**src/rtl/eq_sleep_mute_pkg.sv**
```systemverilog
package eq_sleep_mute_pkg;

  typedef enum logic [1:0] {
    SLP_OFF   = 2'b00,
    SLP_AUTO  = 2'b01,
    SLP_FORCE = 2'b10,
    SLP_RSVD  = 2'b11
  } sleep_code_e;

  typedef enum logic [1:0] {
    OP_ACTIVE = 2'd0,
    OP_BYPASS = 2'd1,
    OP_MUTE   = 2'd2,
    OP_SLEEP  = 2'd3
  } op_state_e;

  typedef struct packed {
    sleep_code_e code;
    logic        mute;
    logic        bypass;
  } ctrl_t;

  function automatic sleep_code_e map_code(input logic [1:0] raw);
    sleep_code_e c;
    c = sleep_code_e'(raw);
    if (c == SLP_RSVD) c = SLP_OFF;
    return c;
  endfunction

endpackage

```
**src/rtl/eq_ctrl_select.sv**
```systemverilog
module eq_ctrl_select
  import eq_sleep_mute_pkg::*;
(
  input  logic       cfg_from_reg,
  input  logic       pin_auto_sleep,
  input  logic       pin_mute,
  input  logic       pin_bypass,
  input  logic [1:0] reg_sleep_code,
  input  logic       reg_mute,
  input  logic       reg_bypass,
  input  logic       carrier_ok,
  input  logic       cd_to_mute,
  output ctrl_t      ctrl
);

  logic carrier_mute;

  assign carrier_mute = cd_to_mute & ~carrier_ok;

  always_comb begin
    if (cfg_from_reg) begin
      ctrl.code   = map_code(reg_sleep_code);
      ctrl.mute   = reg_mute | carrier_mute;
      ctrl.bypass = reg_bypass;
    end else begin
      ctrl.code   = pin_auto_sleep ? SLP_AUTO : SLP_OFF;
      ctrl.mute   = pin_mute | carrier_mute;
      ctrl.bypass = pin_bypass;
    end
  end

endmodule

```
**src/rtl/eq_sleep_timer.sv**
```systemverilog
module eq_sleep_timer
  import eq_sleep_mute_pkg::*;
#(
  parameter int PD_CYCLES = 20000
) (
  input  logic        clk,
  input  logic        rst,
  input  sleep_code_e code,
  input  logic        carrier_ok,
  output logic        asleep
);

  localparam int CNT_W = (PD_CYCLES < 2) ? 1 : $clog2(PD_CYCLES);
  localparam logic [CNT_W-1:0] LAST = CNT_W'(PD_CYCLES - 1);

  logic [CNT_W-1:0] cnt_q;
  logic             asleep_q;

  always_ff @(posedge clk) begin
    if (rst) begin
      cnt_q    <= '0;
      asleep_q <= 1'b0;
    end else begin
      unique case (code)
        SLP_FORCE: begin
          asleep_q <= 1'b1;
          cnt_q    <= '0;
        end
        SLP_AUTO: begin
          if (carrier_ok) begin
            asleep_q <= 1'b0;
            cnt_q    <= '0;
          end else if (!asleep_q) begin
            if (cnt_q == LAST) begin
              asleep_q <= 1'b1;
              cnt_q    <= '0;
            end else begin
              cnt_q <= cnt_q + 1'b1;
            end
          end
        end
        default: begin
          asleep_q <= 1'b0;
          cnt_q    <= '0;
        end
      endcase
    end
  end

  assign asleep = asleep_q;

endmodule

```
**src/rtl/eq_out_stage.sv**
```systemverilog
module eq_out_stage
  import eq_sleep_mute_pkg::*;
#(
  parameter int DATA_W = 4
) (
  input  logic              clk,
  input  logic              rst,
  input  logic              asleep,
  input  ctrl_t             ctrl,
  input  logic [DATA_W-1:0] eq_data,
  input  logic [DATA_W-1:0] raw_data,
  output logic              pwr_down,
  output logic              out_muted,
  output logic              bypass_en,
  output logic [DATA_W-1:0] data_out
);

  op_state_e         st;
  logic [DATA_W-1:0] lane_nxt;

  always_comb begin
    if (asleep)           st = OP_SLEEP;
    else if (ctrl.mute)   st = OP_MUTE;
    else if (ctrl.bypass) st = OP_BYPASS;
    else                  st = OP_ACTIVE;
  end

  for (genvar i = 0; i < DATA_W; i++) begin : g_lane
    always_comb begin
      unique case (st)
        OP_ACTIVE: lane_nxt[i] = eq_data[i];
        OP_BYPASS: lane_nxt[i] = raw_data[i];
        default:   lane_nxt[i] = 1'b0;
      endcase
    end
  end

  always_ff @(posedge clk) begin
    if (rst) begin
      pwr_down  <= 1'b0;
      out_muted <= 1'b0;
      bypass_en <= 1'b0;
      data_out  <= '0;
    end else begin
      pwr_down  <= (st == OP_SLEEP);
      out_muted <= (st == OP_MUTE);
      bypass_en <= (st == OP_BYPASS);
      data_out  <= lane_nxt;
    end
  end

endmodule

```
**src/rtl/eq_sleep_mute_ctrl.sv**
```systemverilog
module eq_sleep_mute_ctrl
  import eq_sleep_mute_pkg::*;
#(
  parameter int DATA_W    = 4,
  parameter int PD_CYCLES = 20000
) (
  input  logic              clk,
  input  logic              rst,
  input  logic              cfg_from_reg,
  input  logic              pin_auto_sleep,
  input  logic              pin_mute,
  input  logic              pin_bypass,
  input  logic [1:0]        reg_sleep_code,
  input  logic              reg_mute,
  input  logic              reg_bypass,
  input  logic              carrier_ok,
  input  logic              cd_to_mute,
  input  logic [DATA_W-1:0] eq_data,
  input  logic [DATA_W-1:0] raw_data,
  output logic              pwr_down,
  output logic              out_muted,
  output logic              bypass_en,
  output logic [DATA_W-1:0] data_out
);

  ctrl_t ctrl;
  logic  asleep;

  eq_ctrl_select u_sel (
    .cfg_from_reg   (cfg_from_reg),
    .pin_auto_sleep (pin_auto_sleep),
    .pin_mute       (pin_mute),
    .pin_bypass     (pin_bypass),
    .reg_sleep_code (reg_sleep_code),
    .reg_mute       (reg_mute),
    .reg_bypass     (reg_bypass),
    .carrier_ok     (carrier_ok),
    .cd_to_mute     (cd_to_mute),
    .ctrl           (ctrl)
  );

  eq_sleep_timer #(.PD_CYCLES(PD_CYCLES)) u_tmr (
    .clk        (clk),
    .rst        (rst),
    .code       (ctrl.code),
    .carrier_ok (carrier_ok),
    .asleep     (asleep)
  );

  eq_out_stage #(.DATA_W(DATA_W)) u_out (
    .clk       (clk),
    .rst       (rst),
    .asleep    (asleep),
    .ctrl      (ctrl),
    .eq_data   (eq_data),
    .raw_data  (raw_data),
    .pwr_down  (pwr_down),
    .out_muted (out_muted),
    .bypass_en (bypass_en),
    .data_out  (data_out)
  );

endmodule

```
**config.mk**
```make
export PLATFORM = sky130hd
export DESIGN_NAME = eq_sleep_mute_ctrl
export DESIGN_NICKNAME = d
export VERILOG_FILES = /design/src/rtl/eq_sleep_mute_pkg.sv /design/src/rtl/eq_ctrl_select.sv /design/src/rtl/eq_sleep_timer.sv /design/src/rtl/eq_out_stage.sv /design/src/rtl/eq_sleep_mute_ctrl.sv
export SDC_FILE = /design/constraint.sdc
export NUM_CORES = 1
export LEC_CHECK = 0
export ABC_AREA = 1
export ABC_CLOCK_PERIOD_IN_PS = 2100
export BUFFER_PORTS_ARGS = -buffer_cell sky130_fd_sc_hd__buf_2
export CAP_MARGIN = 20
export CORE_MARGIN = 4
export CORE_UTILIZATION = 50
export DETAILED_ROUTE_END_ITERATION = 7
export GPL_TIMING_DRIVEN = 0
export PLACE_DENSITY = 0.74
export SLEW_MARGIN = 30
export SYNTH_ARGS = -nofsm -noshare
export SYNTH_HDL_FRONTEND = slang
export SYNTH_HIERARCHICAL = 1
export SYNTH_SLANG_ARGS = --single-unit
```
**constraint.sdc**
```tcl
create_clock -name clk -period 2.1 [get_ports clk]
set_input_delay 0 -clock clk [delete_from_list [all_inputs] [get_ports clk]]
set_output_delay 0 -clock clk [all_outputs]
set_load 0.02 [all_outputs]
```
==> impl_summary.log <==
INFO  metric globalRoute.totalOverflow = 0
INFO  metric ctsResizeCount = 0
INFO  metric timing.hold.ws = 0.0953 ns
INFO  metric synthArstFlopShare = 0%
INFO  metric clock_sinks = 23
INFO  metric vertical_extent_of_the_die = 58.5 um
INFO  metric leakage = 0.733 nW
INFO  metric hold_path_end = u_out/out_muted
INFO  metric pin_count_of_the_biggest_net_entering_global_routing = 13
INFO  metric multiInputGateArea = 673 um^2
INFO  metric worstReg2RegEnd = u_tmr/cnt_q[14]
INFO  metric fin_tns_setup = 0 ns
INFO  metric synth_seq_cells = 23
INFO  metric global_route.usage.total = 18.0%
INFO  metric ys.flop_type = sky130_fd_sc_hd__dfxtp_1
INFO  metric synth_fp_nets = 208
INFO  metric cells_taking_the_most_area_after_synthesis = sky130_fd_sc_hd__dfxtp_1 (36%), sky130_fd_sc_hd__nand2_1 (12%), sky130_fd_sc_hd__inv_1 (8.8%)
INFO  metric antenna_violating_nets_post_route = 0
INFO  metric root_buffer_selected_by_cts = sky130_fd_sc_hd__clkbuf_4
INFO  metric number_of_antenna_violations_at_the_first_check_in_global_routing = 0
INFO  metric synth.yosys.seq_area_share = 36.1%
INFO  metric synth.largest_area_cell = sky130_fd_sc_hd__dfxtp_1
INFO  metric drt_total_wl = 2760 um
INFO  metric finalNetCount = 249
INFO  metric fmaxAchievable = 0.713 GHz
INFO  metric antenna-diode-count = 0
INFO  metric criticalPathCategory = flip-flop to flip-flop
INFO  metric synth_largest_type_area_fraction = 36.1%
INFO  metric synth_commonest_cells = sky130_fd_sc_hd__nand2_1 (41), sky130_fd_sc_hd__inv_1 (30), sky130_fd_sc_hd__nor2_1 (30)
INFO  metric cap_violations = 0
INFO  metric count_of_final_hold_check_violations = 0
INFO  metric vias_per_cell = 5.01
INFO  metric nFillCells = 222
INFO  metric timing.final.crit_share = 66.8%
INFO  metric synth_enable_flop_cells = 0
INFO  metric drcViolationCount = 0
INFO  metric cp_cell_sequence = ha_1 > nand2_1 > nor2_4 > nand3_1 > nor2_1 > nand3_1 > nand3_1 > nor2_1
INFO  metric p_per_area = 483 nW/um^2
INFO  metric grt_pass1_vias = 1225
INFO  metric mappedNetlistArea = 1280 um^2
INFO  metric regToRegStartpoint = u_tmr/cnt_q[0]
INFO  metric core_region_area = 2450 um^2
INFO  metric detailed_place_hpwl = 2030 um
INFO  metric final.min_clock_period = 1.40 ns
INFO  metric synth.distinct_cells = 24
INFO  metric routedWlPerCell = 10.8 um
INFO  metric cp-end-kind = flip-flop
INFO  metric grt_setup_unrepaired = false
INFO  metric worst-path-max-fanout = 5
INFO  metric tritoncts = built
INFO  metric final_layout_size_suffix_gt1_share = 20.9%
INFO  metric max-clock-path-buffers = 2
INFO  metric dieWidth = 58.5 um
INFO  metric min-delay-path-class = input port to flip-flop
INFO  metric grt_pass1_wl = 4750 um
INFO  metric ir_worst_vdd = 0.469 mV
INFO  metric boundaryPins = 27
INFO  metric detailedRoute.firstPassIterationCount = 4
INFO  metric rows = 18
INFO  metric layout-area-overhead-vs-synth = 23.0%
INFO  metric critPathMostFrequentCell = sky130_fd_sc_hd__nand3_1
INFO  metric buffer_ports.inserted = 26
INFO  metric total_cts_buffers = 3
INFO  metric outcome = finished, final reports clean
INFO  metric hold_start = cd_to_mute
INFO  metric drt_iter0_markers = 22
INFO  metric cp.arrival = 1.63 ns
INFO  metric startpoint_type = flip-flop
INFO  metric worst_setup_hold_path_clk_slew = 0.12 ns
INFO  metric worst-endpoint-required = 2.32 ns
INFO  metric synthMostInstantiatedCell = sky130_fd_sc_hd__nand2_1
INFO  metric timing.reg2reg.setup_slack = 0.70 ns
INFO  metric sequential_cell_area = 460 um^2
INFO  metric h-tree-depth = 1
INFO  metric count_of_cells_along_the_worst_hold_path = 5
INFO  metric critical-path-slowest-cell = sky130_fd_sc_hd__dfxtp_1
INFO  metric final-setup-viol-count = 0
INFO  metric timing.clock.skew = 0.00390 ns
INFO  metric synth_cells = 185
INFO  metric maxSlewHeadroom = 80.1%
INFO  metric syn_area_per_cell = 6.90 um^2
INFO  metric routed-via-count = 1278
INFO  metric slowest_delay = 0.39 ns
INFO  metric timing_max_transition_violations_final = 0
INFO  metric initial_utilization = 52.0%
INFO  metric gp_routability_congestion = 0.841
INFO  metric syn_warnings = 6
INFO  metric max_slew.worst_pin.slew = 0.299 ns
INFO  metric fp.dieArea = 3420 um^2
INFO  metric reg2regPathDepth = 8
INFO  metric worst_skew_pair.late_latency = 0.31 ns
==> through the flow <==
stage	util (%)	setup WS [ns]	cells	power (mW)	area [um^2]
after floorplan	-	0.872	185	0.509	1280
after global placement	58.8	0.777	241	0.540	1440
after detailed placement	58.8	0.711	241	0.543	1440
after CTS	64.0	0.689	255	0.769	1570
after global routing	64.0	0.564	255	0.803	1570
final	64.0	0.698	255	0.759	1570
==> kinds of logic after synthesis <==
family                   after synthesis  synth area share, %
AO/OA/AOI/OAI                         12                 5.69
adder cells (fa/ha/maj)                3                 2.94
AND/OR/NAND/NOR                      108                 40.7
XOR/XNOR                               5                 3.43
buffers and inverters                 34                 11.2
flip-flops                            23                 36.1
==> cells in the final DEF, fill, tap and decap left out, types with 2 or more instances in the layout <==
| master | count |
|---|---|
| sky130_fd_sc_hd__nor2_4 | 3 |
| sky130_fd_sc_hd__nor2_1 | 30 |
| sky130_fd_sc_hd__nand3_2 | 2 |
| sky130_fd_sc_hd__ha_1 | 3 |
| sky130_fd_sc_hd__buf_2 | 26 |
| sky130_fd_sc_hd__inv_1 | 30 |
| sky130_fd_sc_hd__clkbuf_4 | 3 |
| sky130_fd_sc_hd__dlygate4sd3_1 | 10 |
| sky130_fd_sc_hd__dfxtp_1 | 23 |
| sky130_fd_sc_hd__nand3_1 | 19 |
| sky130_fd_sc_hd__buf_4 | 2 |
| sky130_fd_sc_hd__nand4_1 | 5 |
| sky130_fd_sc_hd__nand2_2 | 2 |
| sky130_fd_sc_hd__nand2_1 | 41 |
| sky130_fd_sc_hd__xor2_1 | 4 |
| sky130_fd_sc_hd__nor2_2 | 3 |
| sky130_fd_sc_hd__a21oi_1 | 8 |
==> how the worst max path moves through the flow <==
stage              startpoint         endpoint  slack (ns)  cells after the start
2_1_floorplan  u_tmr/cnt_q[0]  u_tmr/cnt_q[14]        0.87                      8
3_3_place_gp   u_tmr/cnt_q[0]  u_tmr/cnt_q[14]        0.78                      8
3_5_place_dp   u_tmr/cnt_q[0]  u_tmr/cnt_q[14]        0.71                      8
4_1_cts        u_tmr/cnt_q[0]  u_tmr/cnt_q[14]        0.69                      8
5_1_grt        u_tmr/cnt_q[0]  u_tmr/cnt_q[14]        0.56                      8
6_report       u_tmr/cnt_q[0]  u_tmr/cnt_q[14]        0.70                      8
==> critical path, delay by kind of cell, from the launching register on <==
family / cells / cell delay [ns]
DFF: 1 / 0.39
adders and majority gates: 1 / 0.20
and+or+nand+nor: 7 / 0.73
==> power breakdown <==
| part | total, mW | switching, mW | internal, mW |
|---|---|---|---|
| clock | 0.205 | 0.131 | 0.0743 |
| sequential | 0.446 | 0.00215 | 0.444 |
| combinational | 0.108 | 0.0543 | 0.0537 |
| total | 0.759 | 0.187 | 0.572 |
==> sequential cells by signal, indices dropped and copies added (netlist names) <==
| name | count |
|---|---|
| u_tmr/cnt_q | 15 |
| u_out/data_out | 4 |
| u_out/bypass_en | 1 |
| u_out/out_muted | 1 |
| u_out/pwr_down | 1 |
| u_tmr/asleep | 1 |
==> layout make-up <==
class	count	share of cell area, %
buffer	3	1.67
multi-input combinational	128	42.9
tap	30	2.39
inverter	31	7.41
clock buffer	4	1.67
sequential	23	29.3
timing repair buffer	36	14.7
==> routing by layer <==
metal / vias up / wire (um) / GRT usage (%)
met2: 37 / 1420 / 33.0
met4: 0 / 55 / 10.6
met1: 579 / 1150 / 18.7
li1: 656 / - / -
met5: - / 0 / 0
met3: 6 / 141 / 3.73
==> repair_timing <==
item	CTS	global route
setup buffers	0	0
hold endpoints to repair	8	0
hold buffers	10	0
Note: power is estimated with default switching activity, not from simulation.
